<file path="src/rtl/ser_reg_pkg.sv">
package ser_reg_pkg;
  localparam int ADDR_W     = 7;
  localparam int DATA_W     = 8;
  localparam int HDR_BITS   = 1 + ADDR_W;
  localparam int FRAME_BITS = HDR_BITS + DATA_W;
  localparam int CNT_W      = $clog2(FRAME_BITS + 1);

  localparam logic [ADDR_W-1:0] DAC_HI_ADDR = 7'h00;
  localparam logic [ADDR_W-1:0] DAC_LO_ADDR = 7'h01;
  localparam logic [ADDR_W-1:0] ID_ADDR     = 7'h7F;

  typedef struct packed {
    logic              en;
    logic [ADDR_W-1:0] addr;
    logic [DATA_W-1:0] data;
  } wr_req_t;
endpackage

</file>
<file path="src/rtl/ser_reg_sync.sv">
module ser_reg_sync #(
  parameter int W      = 3,
  parameter int STAGES = 2
) (
  input  logic         clk_i,
  input  logic         rst_ni,
  input  logic [W-1:0] d_i,
  output logic [W-1:0] q_o
);
  for (genvar b = 0; b < W; b++) begin : g_bit
    logic [STAGES-1:0] pipe;
    always_ff @(posedge clk_i or negedge rst_ni) begin
      if (!rst_ni) pipe <= '0;
      else         pipe <= {pipe[STAGES-2:0], d_i[b]};
    end
    assign q_o[b] = pipe[STAGES-1];
  end
endmodule

</file>
<file path="src/rtl/ser_reg_frame.sv">
module ser_reg_frame
  import ser_reg_pkg::*;
(
  input  logic              clk_i,
  input  logic              rst_ni,
  input  logic              sen_i,
  input  logic              sclk_i,
  input  logic              sdat_i,
  output wr_req_t           wr_o,
  output logic [ADDR_W-1:0] rd_addr_o,
  input  logic [DATA_W-1:0] rd_data_i,
  output logic              sdata_o,
  output logic              sdata_oe_o
);
  logic                  sclk_q;
  logic [CNT_W-1:0]      cnt_q;
  logic [FRAME_BITS-2:0] frame_q;
  logic [FRAME_BITS-1:0] frame_nxt;
  logic [DATA_W-1:0]     out_q;
  logic                  oe_q;
  logic                  sclk_rise, shift_ev, hdr_done, frame_done;

  assign sclk_rise  = sclk_i & ~sclk_q;
  assign shift_ev   = sen_i & sclk_rise & (cnt_q < CNT_W'(FRAME_BITS));
  assign frame_nxt  = {sdat_i, frame_q};
  assign hdr_done   = shift_ev && (cnt_q == CNT_W'(HDR_BITS - 1));
  assign frame_done = shift_ev && (cnt_q == CNT_W'(FRAME_BITS - 1));

  // header sits in the top byte after 8 shifts
  assign rd_addr_o = frame_nxt[FRAME_BITS-1 -: ADDR_W];

  assign wr_o.en   = frame_done & ~frame_nxt[0];
  assign wr_o.addr = frame_nxt[ADDR_W:1];
  assign wr_o.data = frame_nxt[FRAME_BITS-1 -: DATA_W];

  always_ff @(posedge clk_i or negedge rst_ni) begin
    if (!rst_ni) sclk_q <= 1'b0;
    else         sclk_q <= sclk_i;
  end

  always_ff @(posedge clk_i or negedge rst_ni) begin
    if (!rst_ni) begin
      cnt_q   <= '0;
      frame_q <= '0;
    end else if (!sen_i) begin
      cnt_q   <= '0;
      frame_q <= '0;
    end else if (shift_ev) begin
      cnt_q   <= cnt_q + 1'b1;
      frame_q <= frame_nxt[FRAME_BITS-1:1];
    end
  end

  always_ff @(posedge clk_i or negedge rst_ni) begin
    if (!rst_ni) begin
      oe_q  <= 1'b0;
      out_q <= '0;
    end else if (!sen_i) begin
      oe_q  <= 1'b0;
      out_q <= '0;
    end else if (hdr_done) begin
      oe_q  <= frame_nxt[FRAME_BITS-HDR_BITS];
      out_q <= frame_nxt[FRAME_BITS-HDR_BITS] ? rd_data_i : '0;
    end else if (frame_done) begin
      oe_q  <= 1'b0;
    end else if (shift_ev) begin
      out_q <= out_q >> 1;
    end
  end

  assign sdata_o    = oe_q & out_q[0];
  assign sdata_oe_o = oe_q;


  cnt_bound_chk: assert property (@(posedge clk_i) disable iff (!rst_ni)
    cnt_q <= CNT_W'(FRAME_BITS));


  wr_at_end_chk: assert property (@(posedge clk_i) disable iff (!rst_ni)
    wr_o.en |=> cnt_q == CNT_W'(FRAME_BITS));


  oe_idle_chk: assert property (@(posedge clk_i) disable iff (!rst_ni)
    !sen_i |=> !sdata_oe_o);


  oe_start_chk: assert property (@(posedge clk_i) disable iff (!rst_ni)
    $rose(sdata_oe_o) |-> cnt_q == CNT_W'(HDR_BITS));
endmodule

</file>
<file path="src/rtl/ser_reg_file.sv">
module ser_reg_file
  import ser_reg_pkg::*;
#(
  parameter int                NUM_CTRL    = 4,
  parameter logic [ADDR_W-1:0] CTRL_BASE   = 7'h02,
  parameter logic [ADDR_W-1:0] STATUS_ADDR = 7'h70,
  parameter logic [DATA_W-1:0] CHIP_ID     = 8'hC6,
  parameter int                DAC_W       = 14,
  localparam int               HI_BITS     = DAC_W - DATA_W,
  localparam int               FLAG_W      = DATA_W - HI_BITS
) (
  input  logic                       clk_i,
  input  logic                       rst_ni,
  input  wr_req_t                    wr_i,
  input  logic [ADDR_W-1:0]          rd_addr_i,
  output logic [DATA_W-1:0]          rd_data_o,
  input  logic [DATA_W-1:0]          status_i,
  output logic [NUM_CTRL*DATA_W-1:0] ctrl_o,
  output logic [DAC_W-1:0]           dac_word_o,
  output logic [FLAG_W-1:0]          dac_flags_o
);
  logic [DATA_W-1:0] dac_hi_q;
  logic [DAC_W-1:0]  dac_word_q;
  logic [FLAG_W-1:0] dac_flags_q;
  logic              hi_hit, lo_hit;

  assign hi_hit = wr_i.en && (wr_i.addr == DAC_HI_ADDR);
  assign lo_hit = wr_i.en && (wr_i.addr == DAC_LO_ADDR);

  always_ff @(posedge clk_i or negedge rst_ni) begin
    if (!rst_ni) begin
      dac_hi_q    <= '0;
      dac_word_q  <= '0;
      dac_flags_q <= '0;
    end else begin
      if (hi_hit) dac_hi_q <= wr_i.data;
      if (lo_hit) begin
        dac_word_q  <= {dac_hi_q[HI_BITS-1:0], wr_i.data};
        dac_flags_q <= dac_hi_q[DATA_W-1 -: FLAG_W];
      end
    end
  end

  assign dac_word_o  = dac_word_q;
  assign dac_flags_o = dac_flags_q;

  for (genvar k = 0; k < NUM_CTRL; k++) begin : g_ctrl
    localparam logic [ADDR_W-1:0] MY_ADDR = ADDR_W'(CTRL_BASE + k);
    logic [DATA_W-1:0] q;
    logic              hit;
    assign hit = wr_i.en && (wr_i.addr == MY_ADDR);
    always_ff @(posedge clk_i or negedge rst_ni) begin
      if (!rst_ni)  q <= '0;
      else if (hit) q <= wr_i.data;
    end
    assign ctrl_o[k*DATA_W +: DATA_W] = q;


    ctrl_hold_chk: assert property (@(posedge clk_i) disable iff (!rst_ni)
      !(wr_i.en && wr_i.addr == MY_ADDR) |=> $stable(ctrl_o[k*DATA_W +: DATA_W]));
  end

  // only status and ID are readable
  always_comb begin
    rd_data_o = '0;
    if (rd_addr_i == STATUS_ADDR) rd_data_o = status_i;
    if (rd_addr_i == ID_ADDR)     rd_data_o = CHIP_ID;
  end


  dac_commit_chk: assert property (@(posedge clk_i) disable iff (!rst_ni)
    !(wr_i.en && wr_i.addr == DAC_LO_ADDR) |=> ($stable(dac_word_o) && $stable(dac_flags_o)));


  rd_wo_zero_chk: assert property (@(posedge clk_i) disable iff (!rst_ni)
    (rd_addr_i != STATUS_ADDR && rd_addr_i != ID_ADDR) |-> rd_data_o == '0);
endmodule

</file>
<file path="src/rtl/ser_reg_port.sv">
module ser_reg_port
  import ser_reg_pkg::*;
#(
  parameter int         NUM_CTRL    = 4,
  parameter logic [6:0] CTRL_BASE   = 7'h02,
  parameter logic [6:0] STATUS_ADDR = 7'h70,
  parameter logic [7:0] CHIP_ID     = 8'hC6,
  parameter int         DAC_W       = 14,
  parameter int         SYNC_STAGES = 2
) (
  input  logic                  clk_i,
  input  logic                  rst_ni,
  input  logic                  sen_i,
  input  logic                  sclk_i,
  input  logic                  sdata_i,
  output logic                  sdata_o,
  output logic                  sdata_oe_o,
  input  logic [7:0]            status_i,
  output logic [NUM_CTRL*8-1:0] ctrl_o,
  output logic [DAC_W-1:0]      dac_word_o,
  output logic [15-DAC_W:0]     dac_flags_o
);
  logic [2:0]        sync_q;
  wr_req_t           wr;
  logic [ADDR_W-1:0] rd_addr;
  logic [DATA_W-1:0] rd_data;

  ser_reg_sync #(.W(3), .STAGES(SYNC_STAGES)) u_sync (
    .clk_i  (clk_i),
    .rst_ni (rst_ni),
    .d_i    ({sen_i, sclk_i, sdata_i}),
    .q_o    (sync_q)
  );

  ser_reg_frame u_frame (
    .clk_i      (clk_i),
    .rst_ni     (rst_ni),
    .sen_i      (sync_q[2]),
    .sclk_i     (sync_q[1]),
    .sdat_i     (sync_q[0]),
    .wr_o       (wr),
    .rd_addr_o  (rd_addr),
    .rd_data_i  (rd_data),
    .sdata_o    (sdata_o),
    .sdata_oe_o (sdata_oe_o)
  );

  ser_reg_file #(
    .NUM_CTRL    (NUM_CTRL),
    .CTRL_BASE   (CTRL_BASE),
    .STATUS_ADDR (STATUS_ADDR),
    .CHIP_ID     (CHIP_ID),
    .DAC_W       (DAC_W)
  ) u_file (
    .clk_i       (clk_i),
    .rst_ni      (rst_ni),
    .wr_i        (wr),
    .rd_addr_i   (rd_addr),
    .rd_data_o   (rd_data),
    .status_i    (status_i),
    .ctrl_o      (ctrl_o),
    .dac_word_o  (dac_word_o),
    .dac_flags_o (dac_flags_o)
  );


  rst_quiet_chk: assert property (@(posedge clk_i)
    !rst_ni |-> (ctrl_o == '0 && dac_word_o == '0 && !sdata_oe_o));
endmodule

</file>
<file path="config.mk">
export PLATFORM = sky130hd
export DESIGN_NAME = ser_reg_port
export DESIGN_NICKNAME = d
export VERILOG_FILES = /design/src/rtl/ser_reg_pkg.sv /design/src/rtl/ser_reg_sync.sv /design/src/rtl/ser_reg_frame.sv /design/src/rtl/ser_reg_file.sv /design/src/rtl/ser_reg_port.sv
export SDC_FILE = /design/constraint.sdc
export NUM_CORES = 1
export LEC_CHECK = 0
export BUFFER_PORTS_ARGS = -buffer_cell sky130_fd_sc_hd__buf_4
export CAP_MARGIN = 30
export CORE_ASPECT_RATIO = 1.25
export CORE_MARGIN = 2
export CORE_UTILIZATION = 41
export CTS_CLUSTER_SIZE = 25
export DETAILED_ROUTE_END_ITERATION = 7
export PLACE_DENSITY_LB_ADDON = 0.2
export SKIP_LAST_GASP = 1
export SLEW_MARGIN = 20
export SYNTH_ARGS = -nofsm -noshare
export SYNTH_HDL_FRONTEND = slang
export SYNTH_HIERARCHICAL = 1
export SYNTH_SLANG_ARGS = --single-unit
</file>
<file path="constraint.sdc">
create_clock -name clk_i -period 7.05 [get_ports clk_i]
set_input_delay 0.3525 -clock clk_i [delete_from_list [all_inputs] [get_ports clk_i]]
set_output_delay 0.3525 -clock clk_i [all_outputs]
set_load 0.1 [all_outputs]
</file>
==> qor.csv, run 1 <==
stage,metric,value,unit
run_status,outcome,"finished, final reports clean",
setup_path,Startpoint Class,register,
global_route,global-route usage over all layers,0.172,
yosys,largest area contributor in the netlist,dfrtp_1,
floorplanning,Starting Density,0.419,
global_route,first-pass GRT wire length,13800,µm
sta,Setup TNS Final,0,ns
clocking,post-cts hold buffer count,0,
place,placed instance area,4380,µm²
final_layout,Final #Nets,376,
clocking,Num CTS Buffers,9,
clocking,maximum buffer depth of the clock tree,2,
sta,min Tclk post-route,3.15,ns
clocking,Post-CTS Setup Bufs,0,
power_and_ir_drop,overall power,0.00103,W
clocking,post-cts resize count,0,
drt,vias per cell,5.20,
global_route,initial antenna violation count,0,
yosys,Async SR Flop Fraction,1.00,
yosys,Syn Area/Cell,12.3,µm²
global_route,vias in the first global route,2707,
global_route,grt ovf,0,
sta,actual slew at the worst max-slew pin,0.847,ns
min_path,Tightest Hold Check Type,in2async,
sta,RSZ-0062 raised after global routing,no,
power_and_ir_drop,P per Cell Area,220,nW/µm²
floorplanning,Die Area,10500,µm²
floorplanning,Core ar.,9510,µm²
drt,DR vias,2551,
yosys,Post-Syn Instances,325,
place,DP HPWL,5540,µm
clocking,CTS tree,built,
drt,wire length per cell,16.9,µm
setup_path,Worst EP arrival,3.37,ns
power_and_ir_drop,maximum vdd drop,124,µV
yosys,Area contributors post-synth,"dfrtp_1 (58%), mux2_2 (16%), buf_4 (4.7%)",
floorplanning,Die W,92.2,µm
setup_path,worst setup path class,reg2reg,
sta,fmax,318,MHz
setup_path,peak fanout along the critical path,16,
final_layout,post-route cell area,4660,µm²
yosys,Mapped Area,3980,µm²
power_and_ir_drop,Leak,2.29,nW
sta,worst hold margin,0.00836,ns
setup_path,reg2reg setup slack,3.90,ns
yosys,yosys warns,6,
drt,initial DRC count,124,
yosys,syn nets,340,
clocking,clk slew on worst S/H paths,0.06,ns
floorplanning,num rows,40,
final_layout,Util after Layout,0.490,
drt,drt pass-1 iters,4,
yosys,sequential-to-total area share from yosys stat,0.578,
sta,final hold violation count,0,
yosys,Synth top area share,0.578,
clocking,H-tree level count,3,
clocking,worst-skew pair later-pin latency,0.34,ns
setup_path,Setup crit start,u_frame/cnt_q[0],
sta,Max Slew Vio Count,0,
sta,worst rel slew slack,0.430,
yosys,prevailing post-synth register cell,dfrtp_1,
setup_path,r2r startpoint,u_frame/cnt_q[0],
yosys,synthesized flop and latch total,92,
drt,DRC,0,
floorplanning,Die H,114,µm
sta,crit share post-route,0.447,
drt,DRT Wirelength,8320,µm
yosys,Netlist cell types,36,
place,number of port buffers,62,
final_layout,synthesis-to-finish area growth,17.0,%
clocking,root buffer cell,clkbuf_16,
clocking,clock sink total,92,
final_layout,layout cells sized above 1,0.378,
setup_path,CP required,7.27,ns
setup_path,Crit. End Element,register,
global_route,largest net degree at the start of global routing,49,
run,maxcap violations,0,
yosys,Post-synth EDFFs,0,
final_layout,diode count,0,
sta,Final Setup Violations,0,
place,Placer Congestion,0.839,
drt,ANT nets after route,0,
sta,skew final,0.00894,ns
floorplanning,I/O pin count,63,
-- kinds of logic (layout without fill, tap and decap cells) --
group | Yosys count | after routing | synth area share
AO/OA/AOI/OAI | 40 | 40 | 0.0616
AND/OR/NAND/NOR | 89 | 89 | 0.123
buffers and inverters | 43 | 83 | 0.0650
multiplexers | 58 | 58 | 0.163
flip-flops | 92 | 92 | 0.578
adder cells (fa/ha/maj) | 2 | 2 | 0.00628
XOR/XNOR | 1 | 1 | 0.00220
-- synthesized netlist by cell type (3+ instances only) --
library cell,count
and2_1,6
a221o_1,4
dfrtp_1,92
buf_4,25
or3_1,3
buf_2,3
clkbuf_1,11
a21oi_1,23
o21ai_0,4
a32o_1,3
nand2_1,46
o22ai_1,5
inv_1,4
nand3_1,8
mux2_2,56
and3_1,3
nor4_1,4
-- where the power goes --
part	switching, W	total [W]	internal (W)
clock network	0.000190	0.000463	0.000273
logic	0.0000190	0.0000266	0.00000759
registers	0.00000437	0.000535	0.000531
total	0.000214	0.00103	0.000811
-- layout make-up --
| cell class | count | area, µm² |
|---|---|---|
| Fill cell | 887 | 4850 |
| Sequential cell | 92 | 2300 |
| Multi-Input combinational cell | 190 | 1420 |
| Timing Repair Buffer | 64 | 480 |
| Clock buffer | 11 | 233 |
| Tap cell | 126 | 158 |
| Clock inverter | 4 | 51.3 |
| Inverter | 4 | 15.0 |
-- metal layers --
layer | vias to the layer above | GRT usage | share of wire
met5 | - | 0 | 0
met4 | 0 | 0.0687 | 0.013
met3 | 9 | 0.0513 | 0.061
met2 | 66 | 0.284 | 0.50
met1 | 1289 | 0.211 | 0.42
li1 | 1187 | - | -
-- placed cells by master, fill, tap and decap left out, types with 2 or more instances in the layout --
cell / n
nand2_1: 46
dfrtp_1: 92
and3_1: 3
buf_4: 64
inv_1: 4
nor2_1: 2
nand4_1: 2
o22ai_1: 5
and2_1: 6
or3_1: 3
a21oi_1: 23
clkbuf_1: 2
clkbuf_16: 9
mux2i_1: 2
nor4_1: 4
o21ai_0: 4
nand3_1: 8
nand2b_1: 2
ha_1: 2
mux2_2: 56
a221o_1: 4
nor2b_1: 2
a32o_1: 3
-- worst max-delay path, stage by stage (launching register included) --
cell	delay (ns)
dfrtp_1	0.39
ha_1	0.22
and3_1	0.17
ha_1	0.31
inv_1	0.13
nor4_1	0.35
nor2b_1	0.29
and4b_1	0.76
mux2_2	0.42
-- stage by stage --
stage	setup slack (ns)	std cells
6_report	3.90	491
5_1_grt	3.61	491
4_1_cts	3.87	491
3_5_place_dp	3.91	476
3_3_place_gp	4.03	476
2_1_floorplan	4.31	325
-- registers in the layout, indices dropped and copies added (netlist names) --
signal / count
u_frame/out_q: 8
u_sync/g_bit.pipe: 6
u_file/dac_word_o: 14
u_file/dac_hi_q: 8
u_file/dac_flags_o: 2
u_frame/sdata_oe_o: 1
u_frame/cnt_q: 5
u_frame/frame_q: 15
u_file/g_ctrl.q: 32
u_frame/sclk_q: 1
-- path summary, 6_finish.rpt --
| path | endpoint | cells past startpoint |
|---|---|---|
| max | u_file/dac_word_o[9] | 8 |
| min | u_file/g_ctrl[2].q[1] | 1 |
| max reg2reg | u_file/dac_word_o[9] | 8 |
| min reg2reg | u_sync/g_bit[1].pipe[1] | 0 |
| max in group asynchronous | u_frame/frame_q[11] | 2 |
| min in group clk_i | u_sync/g_bit[0].pipe[0] | 1 |
Note: power is estimated with default switching activity, not from simulation.
==> run 2: changes to the inputs <==
==> constraint.sdc (replaced) <==
create_clock -name clk_i -period 2.8 [get_ports clk_i]
set_input_delay 0.14 -clock clk_i [delete_from_list [all_inputs] [get_ports clk_i]]
set_output_delay 0.14 -clock clk_i [all_outputs]
set_load 0.1 [all_outputs]
==> run 2 against run 1 <==
Against the previous run: utilization rose by 1.4 points; non-clock buffer count rose by 19; routed wire length rose by 4.1%; cell count rose by 3.5%; sequential share of layout area fell by 1.4 points; highest routed layer unchanged; largest power group unchanged; setup slack got worse by 3.7 ns; sequential power rose to 2.5 times the previous value; final area rose by 2.9%; count of clock-buffer cells in the layout fell by 1; fmax rose by 23%; combinational power rose to 3.0 times the previous value.
==> qor.csv, run 2 (synthesized netlist as in run 1, its figures left out) <==
stage,metric,value,unit
final_layout,"leading cell type in the layout, fill and taps excluded",dfrtp_1,
global_route,busiest layer in global routing,met2,
final_layout,area taken by multi-input logic gates,1430,µm²
drt,vias per cell,5.14,
setup_path,reg2reg setup slack,0.24,ns
setup_path,Crit. End Element,register,
final_layout,"commonest cells after routing, fill and taps aside","dfrtp_1 (92), buf_4 (78), mux2_2 (56)",
min_path,Hold Crit Depth,3,
place,DP HPWL,5920,µm
min_path,worst hold path startpoint,status_i[5],
sta,actual slew at the worst max-slew pin,0.677,ns
final_layout,synthesis-to-finish area growth,20.4,%
global_route,met2 usage,0.289,
global_route,met3 Resource Use GR,0.0599,
clocking,clk slew on worst S/H paths,0.06,ns
setup_path,RR Endpoint,u_file/dac_word_o[10],
sta,crit share post-route,0.913,
floorplanning,num rows,40,
power_and_ir_drop,maximum vdd drop,271,µV
clocking,worst-skew pair later-pin latency,0.34,ns
sta,min Tclk post-route,2.56,ns
run,maxcap violations,0,
final_layout,Finished Layout Cells,508,
sta,Final Setup Violations,0,
drt,DR vias,2609,
setup_path,Startpoint Class,register,
setup_path,worst r2r path cells,9,
min_path,Tightest Hold Check Type,in2reg,
global_route,initial antenna violation count,0,
sta,fmax,391,MHz
clocking,clock sink total,92,
power_and_ir_drop,Leak,2.37,nW
final_layout,diode count,0,
setup_path,peak fanout along the critical path,16,
setup_path,CP required,3.02,ns
final_layout,Final #Nets,395,
final_layout,Reg with most FFs,u_file/g_ctrl.q,
final_layout,number of fillers in the final layout,874,
floorplanning,Die W,92.2,µm
setup_path,r2r startpoint,u_frame/cnt_q[0],
run_status,outcome,"finished, final reports clean",
place,Placer Congestion,0.830,
floorplanning,Die Area,10500,µm²
clocking,Num CTS Buffers,9,
global_route,largest net degree at the start of global routing,54,
drt,ANT nets after route,0,
final_layout,register area,2300,µm²
final_layout,post-route cell area,4790,µm²
final_layout,max reg flops,32,
drt,DRC,0,
global_route,grt ovf,0,
power_and_ir_drop,P per Cell Area,517,nW/µm²
clocking,H-tree level count,3,
global_route,first-pass GRT wire length,14300,µm
power_and_ir_drop,part of the power in combinational logic,0.032,
final_layout,layout cells sized above 1,0.401,
clocking,root buffer cell,clkbuf_16,
clocking,CTS tree,built,
global_route,met1 Use GR,0.226,
power_and_ir_drop,switching pwr,0.000532,W
drt,DRT Wirelength,8660,µm
clocking,maximum buffer depth of the clock tree,2,
global_route,vias in the first global route,2688,
power_and_ir_drop,Sw Ratio,0.215,
power_and_ir_drop,Int Pwr,0.00195,W
setup_path,Worst EP arrival,2.77,ns
drt,drt pass-1 iters,4,
place,# placed instances,490,
setup_path,worst setup path class,reg2reg,
floorplanning,I/O pin count,63,
drt,wire length per cell,17.0,µm
sta,skew final,0.00472,ns
floorplanning,Core ar.,9510,µm²
sta,final hold violation count,0,
power_and_ir_drop,Clk pwr share,0.425,
floorplanning,Die H,114,µm
drt,initial DRC count,137,
global_route,global-route usage over all layers,0.179,
sta,RSZ-0062 raised after global routing,no,
min_path,Worst Hold End,u_frame/out_q[5],
place,number of port buffers,62,
floorplanning,Starting Density,0.419,
power_and_ir_drop,Reg power frac,0.543,
place,placed instance area,4490,µm²
sta,Setup TNS Final,0,ns
sta,Max Slew Vio Count,0,
sta,worst rel slew slack,0.547,
## run 2: final cells by class
cell class / count / share of cell area
tap: 126 / 0.0329
clock buffer: 10 / 0.0478
clock inverter: 3 / 0.00365
multi-input combinational: 190 / 0.298
inverter: 4 / 0.00313
timing repair buffer: 83 / 0.135
sequential: 92 / 0.480
## run 2: worst max-delay path by stage
| stage | depth (start not counted) | endpoint | slack (ns) | from |
|---|---|---|---|---|
| 3_3_place_gp | 8 | u_file/g_ctrl[3].q[2] | 0.25 | u_frame/cnt_q[0] |
| 2_1_floorplan | 11 | u_file/dac_flags_o[0] | 0.06 | u_frame/cnt_q[0] |
| 4_1_cts | 8 | u_file/g_ctrl[3].q[2] | 0.14 | u_frame/cnt_q[0] |
| 5_1_grt | 9 | u_file/dac_word_o[13] | 0.05 | u_frame/cnt_q[0] |
| 3_5_place_dp | 8 | u_file/g_ctrl[3].q[3] | 0.15 | u_frame/cnt_q[0] |
| 6_report | 9 | u_file/dac_word_o[10] | 0.24 | u_frame/cnt_q[0] |
## run 2: power groups by stage
stage | registers (W) | logic (W) | clock network (W)
6_report | 0.00135 | 0.0000796 | 0.00105
5_1_grt | 0.00135 | 0.0000908 | 0.00113
4_1_cts | 0.00135 | 0.0000820 | 0.00108
3_5_place_dp | 0.00137 | 0.0000776 | 0
3_3_place_gp | 0.00137 | 0.0000773 | 0
2_1_floorplan | 0.00137 | 0.0000356 | 0
## run 2: repair_timing
action,CTS,global route
hold endpoints to repair,54,0
buffers inserted,0,1
setup endpoints to repair,0,29
gates resized for setup,0,1
hold buffers,4,0
## run 2: metal layers
metal	routed length, µm	part of all wire	vias to the layer above
met2	4310	0.50	69
li1	-	-	1220
met5	0	0	-
met1	3710	0.43	1308
met4	135	0.016	0
met3	502	0.058	12
## run 2: metrics by stage
step / hold slack, ns / total power, W / setup WS [ns] / utilization
after floorplan: -0.156 / 0.00140 / 0.0636 / -
after global placement: 0.228 / 0.00145 / 0.246 / 0.473
after detailed placement: 0.230 / 0.00145 / 0.148 / 0.473
after CTS: 0.133 / 0.00251 / 0.138 / 0.503
after global routing: 0.155 / 0.00257 / 0.0461 / 0.504
final: 0.146 / 0.00248 / 0.245 / 0.504
## run 2: worst max-delay path, stage by stage, from the launching register on
cell and delay (ns):
dfrtp_1 0.39, ha_1 0.21, and3_1 0.17, ha_1 0.16, inv_1 0.08, nor4_2 0.33, nor2b_1 0.30, and4b_1 0.28
buf_12 0.17, mux2_2 0.35
